File: src/rtl/text_overlay_pkg.sv
package text_overlay_pkg;
  localparam int GIDX_W = 5;
  localparam int CODE_W = 8;
  typedef logic [GIDX_W-1:0] gidx_t;
  typedef logic [CODE_W-1:0] code_t;
  typedef logic [23:0]       rgb_t;
  typedef logic [63:0]       glyph_t;  // row 0 in bits 63:56, bit 7 of a row = leftmost
endpackage

File: src/rtl/tov_char_store.sv
module tov_char_store
  import text_overlay_pkg::*;
#(
  parameter int NUM_CHARS = 12,
  localparam int IDX_W = $clog2(NUM_CHARS)
) (
  input  logic                         clk_i,
  input  logic                         rst_ni,
  input  logic                         wr_en_i,
  input  logic [IDX_W-1:0]             wr_idx_i,
  input  code_t                        wr_char_i,
  output logic [NUM_CHARS-1:0][CODE_W-1:0] chars_o
);
  localparam logic [IDX_W:0] N_LIM = (IDX_W+1)'(NUM_CHARS);

  logic [NUM_CHARS-1:0][CODE_W-1:0] chars_q;
  logic                             wr_ok;

  assign wr_ok = wr_en_i && ({1'b0, wr_idx_i} < N_LIM);

  always_ff @(posedge clk_i or negedge rst_ni) begin
    if (!rst_ni) chars_q <= '0;
    else if (wr_ok) chars_q[wr_idx_i] <= wr_char_i;
  end

  assign chars_o = chars_q;

  AST_WRITE_LANDS: assert property (@(posedge clk_i) disable iff (!rst_ni)
    (wr_en_i && ({1'b0, wr_idx_i} < N_LIM)) |=> chars_q[$past(wr_idx_i)] == $past(wr_char_i));
  AST_OOR_IGNORED: assert property (@(posedge clk_i) disable iff (!rst_ni)
    (wr_en_i && ({1'b0, wr_idx_i} >= N_LIM)) |=> $stable(chars_q));
endmodule

File: src/rtl/tov_glyph_map.sv
module tov_glyph_map
  import text_overlay_pkg::*;
(
  input  code_t code_i,
  output gidx_t gidx_o
);
  // 0 = empty cell, 1..10 = digits, 11..16 = hex letters
  always_comb begin
    gidx_o = '0;
    if (code_i >= 8'h30 && code_i <= 8'h39)      gidx_o = GIDX_W'(code_i - 8'h30 + 8'd1);
    else if (code_i >= 8'h41 && code_i <= 8'h46) gidx_o = GIDX_W'(code_i - 8'h41 + 8'd11);
    else if (code_i >= 8'h61 && code_i <= 8'h66) gidx_o = GIDX_W'(code_i - 8'h61 + 8'd11);
  end
endmodule

File: src/rtl/tov_glyph_rom.sv
module tov_glyph_rom
  import text_overlay_pkg::*;
(
  input  logic       clk_i,
  input  logic       rst_ni,
  input  gidx_t      gidx_i,
  input  logic [2:0] row_i,
  output logic [7:0] bits_o
);
  function automatic glyph_t font(gidx_t g);
    case (g)
      5'd1:  return 64'h3C666E7666663C00;
      5'd2:  return 64'h1838181818187E00;
      5'd3:  return 64'h3C66060C30607E00;
      5'd4:  return 64'h3C66061C06663C00;
      5'd5:  return 64'h0C1C2C4C7E0C0C00;
      5'd6:  return 64'h7E607C0606663C00;
      5'd7:  return 64'h3C607C6666663C00;
      5'd8:  return 64'h7E060C1830303000;
      5'd9:  return 64'h3C66663C66663C00;
      5'd10: return 64'h3C66663E060C3800;
      5'd11: return 64'h183C66667E666600;
      5'd12: return 64'h7C66667C66667C00;
      5'd13: return 64'h3C66606060663C00;
      5'd14: return 64'h786C6666666C7800;
      5'd15: return 64'h7E60607860607E00;
      5'd16: return 64'h7E60607860606000;
      default: return 64'h0;
    endcase
  endfunction

  glyph_t     g;
  logic [2:0] inv_row;

  assign g       = font(gidx_i);
  assign inv_row = ~row_i;

  always_ff @(posedge clk_i or negedge rst_ni) begin
    if (!rst_ni) bits_o <= '0;
    else         bits_o <= g[{inv_row, 3'b000} +: 8];
  end
endmodule

File: src/rtl/text_overlay.sv
module text_overlay
  import text_overlay_pkg::*;
#(
  parameter int   X_W       = 10,
  parameter int   Y_W       = 10,
  parameter int   NUM_CHARS = 12,
  parameter int   ANCHOR_X  = 64,
  parameter int   ANCHOR_Y  = 32,
  parameter rgb_t FG_COLOR  = 24'hFFFFFF,
  parameter rgb_t BG_COLOR  = 24'h000080,
  localparam int  IDX_W     = $clog2(NUM_CHARS)
) (
  input  logic             clk_i,
  input  logic             rst_ni,
  input  logic [X_W-1:0]   px_x_i,
  input  logic [Y_W-1:0]   px_y_i,
  input  logic             blank_i,
  input  logic             wr_en_i,
  input  logic [IDX_W-1:0] wr_idx_i,
  input  logic [7:0]       wr_char_i,
  output logic [23:0]      pix_o
);
  localparam logic [X_W:0] X_LO = (X_W+1)'(ANCHOR_X);
  localparam logic [X_W:0] X_HI = (X_W+1)'(ANCHOR_X + 8*NUM_CHARS);
  localparam logic [Y_W:0] Y_LO = (Y_W+1)'(ANCHOR_Y);
  localparam logic [Y_W:0] Y_HI = (Y_W+1)'(ANCHOR_Y + 8);

  logic [NUM_CHARS-1:0][CODE_W-1:0] chars;

  tov_char_store #(.NUM_CHARS(NUM_CHARS)) i_store (
    .clk_i, .rst_ni, .wr_en_i, .wr_idx_i, .wr_char_i, .chars_o(chars)
  );

  // stage 0: locate pixel inside the box
  logic           in_win;
  logic [X_W-1:0] rel_x, slot;
  logic [2:0]     row, col;
  code_t          cur_code;
  gidx_t          cur_gidx;

  assign in_win = ({1'b0, px_x_i} >= X_LO) && ({1'b0, px_x_i} < X_HI) &&
                  ({1'b0, px_y_i} >= Y_LO) && ({1'b0, px_y_i} < Y_HI);
  assign rel_x  = px_x_i - X_LO[X_W-1:0];
  assign slot   = rel_x >> 3;
  assign col    = rel_x[2:0];
  assign row    = 3'(px_y_i - Y_LO[Y_W-1:0]);

  always_comb begin
    cur_code = '0;
    for (int i = 0; i < NUM_CHARS; i++)
      if (in_win && slot == X_W'(i)) cur_code = chars[i];
  end

  tov_glyph_map i_map (.code_i(cur_code), .gidx_o(cur_gidx));

  // stage 1
  gidx_t      gidx_q1;
  logic [2:0] row_q1, col_q1;
  logic       win_q1, blank_q1;

  always_ff @(posedge clk_i or negedge rst_ni) begin
    if (!rst_ni) begin
      gidx_q1 <= '0; row_q1 <= '0; col_q1 <= '0; win_q1 <= 1'b0; blank_q1 <= 1'b1;
    end else begin
      gidx_q1 <= cur_gidx; row_q1 <= row; col_q1 <= col;
      win_q1  <= in_win;   blank_q1 <= blank_i;
    end
  end

  // stage 2: glyph row read, side signals delayed to match
  logic [7:0] bits_q2;
  logic [2:0] col_q2;
  logic       win_q2, blank_q2;

  tov_glyph_rom i_rom (
    .clk_i, .rst_ni, .gidx_i(gidx_q1), .row_i(row_q1), .bits_o(bits_q2)
  );

  always_ff @(posedge clk_i or negedge rst_ni) begin
    if (!rst_ni) begin
      col_q2 <= '0; win_q2 <= 1'b0; blank_q2 <= 1'b1;
    end else begin
      col_q2 <= col_q1; win_q2 <= win_q1; blank_q2 <= blank_q1;
    end
  end

  // stage 3: colour select
  logic glyph_bit;
  assign glyph_bit = bits_q2[~col_q2];

  always_ff @(posedge clk_i or negedge rst_ni) begin
    if (!rst_ni)                pix_o <= '0;
    else if (blank_q2 || !win_q2) pix_o <= '0;
    else                        pix_o <= glyph_bit ? FG_COLOR : BG_COLOR;
  end

  AST_BLANK_BLACK: assert property (@(posedge clk_i) disable iff (!rst_ni)
    blank_q2 |=> pix_o == '0);
  AST_OUTSIDE_BLACK: assert property (@(posedge clk_i) disable iff (!rst_ni)
    !win_q2 |=> pix_o == '0);
  AST_COLOR_LEGAL: assert property (@(posedge clk_i) disable iff (!rst_ni)
    (pix_o == '0) || (pix_o == FG_COLOR) || (pix_o == BG_COLOR));
endmodule

File: config.mk
export PLATFORM = sky130hd
export DESIGN_NAME = text_overlay
export DESIGN_NICKNAME = d
export VERILOG_FILES = /design/src/rtl/text_overlay_pkg.sv /design/src/rtl/tov_char_store.sv /design/src/rtl/tov_glyph_map.sv /design/src/rtl/tov_glyph_rom.sv /design/src/rtl/text_overlay.sv
export SDC_FILE = /design/constraint.sdc
export NUM_CORES = 1
export LEC_CHECK = 0
export ABC_AREA = 1
export BUFFER_PORTS_ARGS = -buffer_cell sky130_fd_sc_hd__buf_2
export CAP_MARGIN = 20
export CELL_PAD_IN_SITES_DETAIL_PLACEMENT = 0
export CELL_PAD_IN_SITES_GLOBAL_PLACEMENT = 1
export CORE_MARGIN = 2
export CORE_UTILIZATION = 44
export DETAILED_ROUTE_END_ITERATION = 10
export PLACE_DENSITY_LB_ADDON = 0.1
export SYNTH_ARGS = -nofsm -noshare
export SYNTH_HDL_FRONTEND = slang
export SYNTH_SLANG_ARGS = --single-unit
File: constraint.sdc
create_clock -name clk_i -period 2.7 [get_ports clk_i]
set_input_delay 0.405 -clock clk_i [delete_from_list [all_inputs] [get_ports clk_i]]
set_output_delay 0.405 -clock clk_i [all_outputs]
set_load 0.005 [all_outputs]
-- Word-level counts from Yosys, hierarchy flattened
Memories as Yosys holds them, arrays and structs flattened.
Cells that the tools add are included.
- flip-flop bits (word level): 146
- latch bits: 0
- memory bits (writable): 0
- memory bits (read-only): 1344
- input port bits: 36
- output and inout port bits: 24
- logic and storage cells: 104
- memories: 1
- add/sub/neg operators: 8
- $mul: 0
- divide/modulo/power cells: 0
- magnitude comparators: 14
- equality and inequality tests: 11
- shift-type cells: 1
- mux-type cells: 22
- bitwise operators: 2
- reduce and logical (&&, ||, !) cells: 23
- memories (memory ; words ; width ; rd ports ; clocked after Yosys merged registers in ; wr ports ; RTL line ; source):
    (name not given) ; 32 ; 42 ; 1 ; 0 ; 0 ; tov_glyph_rom.sv:11 ; case (g)
- operator list (operator ; count):
    $mux W8 ; 13
    $bwmux W96 ; 1
    $shiftx A64 B7 Y8 ; 1
    $mux W24 ; 2
    $demux W8 S4 ; 1
    $eq A7 B3 Y1 const B ; 4
    $eq A7 B4 Y1 const B ; 4
    $logic_and A1 B1 Y1 ; 20
    $ge A8 B7 Y1 const B ; 2
    $le A8 B7 Y1 const B ; 2
    $mux W5 ; 3
    $eq A7 B2 Y1 const B ; 2
    $add A5 B4 Y5 const B ; 2
    $ge A10 B6 Y1 const B ; 1
    $ge A10 B7 Y1 const B ; 1
    $logic_not A10 Y1 ; 1
    $lt A10 B6 Y1 const B ; 1
    $lt A10 B8 Y1 const B ; 1
    $sub A10 B7 Y10 const B ; 1
    $sub A5 B1 Y5 const B ; 2
    $ge A8 B6 Y1 const B ; 1
    $le A8 B6 Y1 const B ; 1
    $eq A7 B1 Y1 const B ; 1
    $not A3 Y3 ; 2
    11 further kinds ; 11

-- Depth between registers and ports, before layout
- word-level depth: 22
- mapped depth: 32
- depth with buffers taken out: 32

-- Hierarchy
Synthesis repeated with hierarchy kept, for this count alone.
- cells, all modules: 1105
- area, all modules: 8034.0 um^2
- modules (own cells, without submodules) (module ; times used ; cells each ; area each (um^2) ; sequential area each (um^2)):
    tov_char_store ; 1 ; 475 ; 4082.7 ; 2402.3
    text_overlay ; 1 ; 326 ; 2228.4 ; 503.0
    tov_glyph_rom ; 1 ; 227 ; 1281.2 ; 150.1
    tov_glyph_map ; 1 ; 77 ; 441.7 ; 0.0

-- Least setup slack after synthesis
No wires, ideal clock.
- path type: input to register
- start point: input port px_x_i[6]
- end point: register gidx_q1[3]
- arrival time: 3106 ps
- data required time: 2583 ps
- path slack: -523 ps
- cell stages on the path: 25
- path buffers: 0
- cell sequence: inv_1 ha_1 nand2_1 nand2_1 nor2_2 nand3_1 or2_4 nor2_8 inv_2 or2_0 nand2_1 nand2_1 nand2_1 nand2_1 nand2_1 nand2_1 a21boi_4 inv_1 ha_1 o21ai_0 nand3_2 nand2_1 inv_2 nand3_1 nand2_1
- cells in the longest elaborated chain, start to end: 22
- ends and longest elaborated chain (what ; RTL line ; source):
    from (decl) ; text_overlay.sv:15 ; input logic [X_W-1:0] px_x_i,
    branches (longest 16 deep; another with $sub A10 B7 Y10) ; -- ;
    $mux W8 (*) ; text_overlay.sv:51 ; if (in_win && slot == X_W'(i)) cur_code = chars[i];
    $sub A5 B1 Y5, or another cell as far along ; tov_glyph_map.sv:11, tov_glyph_map.sv:12 ;
    $add A5 B4 Y5 or $logic_and A1 B1 Y1 (tied branches) ; tov_glyph_map.sv:11, tov_glyph_map.sv:12 ;
    $mux W5 ; tov_glyph_map.sv:12 ; else if (code_i >= 8'h61 && code_i <= 8'h66) gidx_o = GIDX_W'(code_i - 8'h61 + 8'd11);
    $mux W5 ; tov_glyph_map.sv:11 ; else if (code_i >= 8'h41 && code_i <= 8'h46) gidx_o = GIDX_W'(code_i - 8'h41 + 8'd11);
    $mux W5 (*) ; tov_glyph_map.sv:10 ; if (code_i >= 8'h30 && code_i <= 8'h39) gidx_o = GIDX_W'(code_i - 8'h30 + 8'd1);
    net cur_gidx[3] ; text_overlay.sv:39 ; gidx_t cur_gidx;
    to (signal assigned) ; text_overlay.sv:65 ; gidx_q1 <= cur_gidx; row_q1 <= row; col_q1 <= col;
    to (decl) ; text_overlay.sv:57 ; gidx_t gidx_q1;
Mark *: on every way through the listed nets, which the timed path passes.
A chain may end at the register's enable or synchronous reset.

-- Worst setup path in the final report
- start point: input port px_x_i[6]
- end point: register gidx_q1[1]
Same word-level chain as after synthesis.

==> impl_metrics.env <==
export IMPL_syn_to_final_growth_pct=25.0
export IMPL_grt_usage_pct=23.7
export IMPL_core_um2=16000
export IMPL_setup_tns_final_ps=-445
export IMPL_gr_total_overflow=0
export IMPL_skew_ps=9.41
export IMPL_syn_inst=977
export IMPL_hp_class="in -> reg"
export IMPL_hold_viol=0
export IMPL_drtIter0Drc=473
export IMPL_holdWs_ps=74.8
export IMPL_ys_async_sr_fraction_pct=100
export IMPL_layout_commonest_cell="nand2_1"
export IMPL_min_path_cells=1
export IMPL_multi_input_area_um2=3690
export IMPL_clock_sinks=122
export IMPL_crit_buf_inv=5
export IMPL_first_pass_iters=5
export IMPL_post_dp_cell_area_um2=8250
export IMPL_routed_wl_mm=20.1
export IMPL_synth_warnings=0
export IMPL_cp_required_ps=3020
export IMPL_critPathKind="in -> reg"
export IMPL_status="finished, violations left"
export IMPL_hpwl_mm=14.8
export IMPL_avgSynthCellArea_um2=7.40
export IMPL_crit_fanout=5
export IMPL_path_depth=24
export IMPL_grt_pass1_vias=6495
export IMPL_rows=46
export IMPL_violations="setup timing"
export IMPL_tightest_slew_ps=631
export IMPL_p_leak_nw=4.56
export IMPL_max_cap_violations=0
export IMPL_grt_max_degree=56
export IMPL_grt_setup_unrepaired="true"
export IMPL_clk_latency_ps=430
export IMPL_antennaDiodeCount=0
export IMPL_chipHeight_um=132
export IMPL_finalCoreUtilization_pct=56.5
export IMPL_fp_dieArea_um2=17500
export IMPL_ys_ff_latch=122
export IMPL_end_kind="register"
export IMPL_antenna_found_initial=0
export IMPL_place_inst=1287
export IMPL_crit_top_cell="nand2_1"
export IMPL_path_cells="buf_8 > clkinvlp_4 > ha_4 > nand2_2 > nor2_4 > nand4_1 > buf_6 > nor2_4 > nand2_1 > nand2_1 > a21oi_1 > nand4_1 > nand2_1 > nand3_1 > o211ai_1 > a21oi_2 > inv_2 > ha_2 > o21ai_4 > nand3_4 > nand2_4 > inv_4 > nand2_1 > nand2_1"
export IMPL_layout_common_cells="nand2_1, dfrtp_1, o21ai_0"
export IMPL_io_buffers=59
export IMPL_htree_levels=4
export IMPL_irDropWorstVdd_mv=0.483
export IMPL_cts_root_buf="clkbuf_16"
export IMPL_nets=1144
export IMPL_synth_top_area_cell="dfrtp_1"
export IMPL_dr_total_vias=6765
export IMPL_ys_types=53
export IMPL_synth_nets=1027
export IMPL_start_util_pct=45.2
export IMPL_power_mw=5.20
export IMPL_vias_per_cell=5.11
export IMPL_fillers=1539
export IMPL_cp_slowest_stage_delay_ps=290
export IMPL_r2r_cells=13
export IMPL_cts_tree="done"
export IMPL_setup_violations=5
export IMPL_place_ws_ps=-640
export IMPL_post_route_min_period_ps=2800
export IMPL_cpLargestDelayFamily="simple AND/OR/NAND/NOR gates"
export IMPL_yosysTopAreaCellShare_pct=41.5
export IMPL_design_area_um2=9040
export IMPL_start_kind="primary input"
export IMPL_regArea_um2=3060
export IMPL_synth_edf_count=0
export IMPL_seq_area_frac_synth_pct=42.2
export IMPL_place_congestion=0.909
export IMPL_drv_slew=0
export IMPL_max_freq_mhz=357
export IMPL_ios=60
export IMPL_maxSlewHeadroom_pct=57.8
export IMPL_wire_per_inst_um=15.2
export IMPL_power_density_nw_per_um2=576
export IMPL_syn_area_um2=7230
export IMPL_final_layout_size_suffix_gt1_share_pct=23.8
export IMPL_numCtsBuffers=17
export IMPL_cp_arrival_ps=3110
export IMPL_clk_pin_slew_worst_paths_ps=60
export IMPL_cp_slowest_cell="ha_4"
export IMPL_clk_path_buf_depth=2
export IMPL_final_cells=1323
export IMPL_synth_flop_cell="dfrtp_1"
export IMPL_fin_crit_sh_pct=104
export IMPL_setup_ws_ps=-97.8
export IMPL_final_antenna_net_count=0
export IMPL_grt_pass1_wl_mm=32.9
export IMPL_drc=0
export IMPL_synth_area_top_cells="dfrtp_1, nand2_1, o21ai_0"
export IMPL_die_w_um=132
## where the power goes
group	switching, mW	internal, mW	total [mW]
clock network	0.918	1.40	2.32
logic	0.338	0.218	0.556
registers	0.174	2.15	2.33
## sequential cells by signal, summed over array words and instances, names as in the netlist
name / cells
i_store.chars_o: 96
i_rom.bits_o: 6
blank_q1: 1
win_q2: 1
blank_q2: 1
col_q1: 3
col_q2: 3
row_q1: 3
win_q1: 1
gidx_q1: 5
pix_o: 2
## per-layer routing
metal	up-vias	wire, um	track usage (%)
met2	195	9100	37.7
met4	0	382	7.29
met1	3115	9570	32.8
li1	3423	-	-
met3	32	1010	4.73
met5	-	0	0
## logic make-up (layout without fill, tap and decap cells)
logic type	count (synthesis)	after routing	synth area share, %
AND/OR/NAND/NOR	476	476	29.8
adder cells (fa/ha/maj)	14	14	2.42
buffers and inverters	153	283	9.17
XOR/XNOR	1	1	0.121
AO/OA/AOI/OAI	211	211	16.2
flip-flops	122	122	42.2
## cells in the mapped netlist, types with 2 or more instances
| library cell | count |
|---|---|
| a211oi_1 | 3 |
| a21oi_1 | 67 |
| a31oi_1 | 3 |
| buf_2 | 2 |
| buf_4 | 23 |
| clkbuf_1 | 24 |
| dfrtp_1 | 120 |
| dfstp_2 | 2 |
| ha_1 | 14 |
| inv_1 | 95 |
| inv_2 | 8 |
| nand2_1 | 280 |
| nand2_2 | 8 |
| nand3_1 | 48 |
| nand3_2 | 3 |
| nand3_4 | 3 |
| nand4_1 | 12 |
| nor2_1 | 74 |
| nor2_2 | 2 |
| nor2_4 | 9 |
| nor2_8 | 3 |
| nor3_1 | 17 |
| nor4_1 | 2 |
| o211ai_1 | 4 |
| o21ai_0 | 107 |
| o21ai_1 | 3 |
| o21bai_1 | 4 |
| o22ai_1 | 2 |
| o311ai_0 | 4 |
| o31ai_1 | 2 |
| or2_0 | 3 |
| or2_2 | 5 |
## path summary, 6_finish.rpt
check / from / to / slack [ps]
max: px_x_i[6] / gidx_q1[1] / -100
max reg2reg: gidx_q1[0] / i_rom.bits_o[3] / 400
min: blank_i / blank_q1 / 70
min in group asynchronous: rst_ni / pix_o[7] / 510
min reg2reg: col_q1[0] / col_q2[0] / 350
max in group asynchronous: rst_ni / i_store.chars_o[84] / 1410
## cell type report
type,count,area share [%]
Timing Repair Buffer,148,11.4
Inverter,103,4.37
Tap cell,216,2.99
Sequential cell,122,33.8
Clock inverter,14,1.76
Multi-Input combinational cell,702,40.8
Clock buffer,18,4.86
## timing repair
item                                    CTS  global route
endpoints found under the setup margin    5             5
endpoints found under the hold margin    37             0
resized for setup                        20            22
pin swaps                                21             8
setup buffers                             3             0
hold buffers                              1             0
No activity file was read; power rests on OpenSTA's default activity.
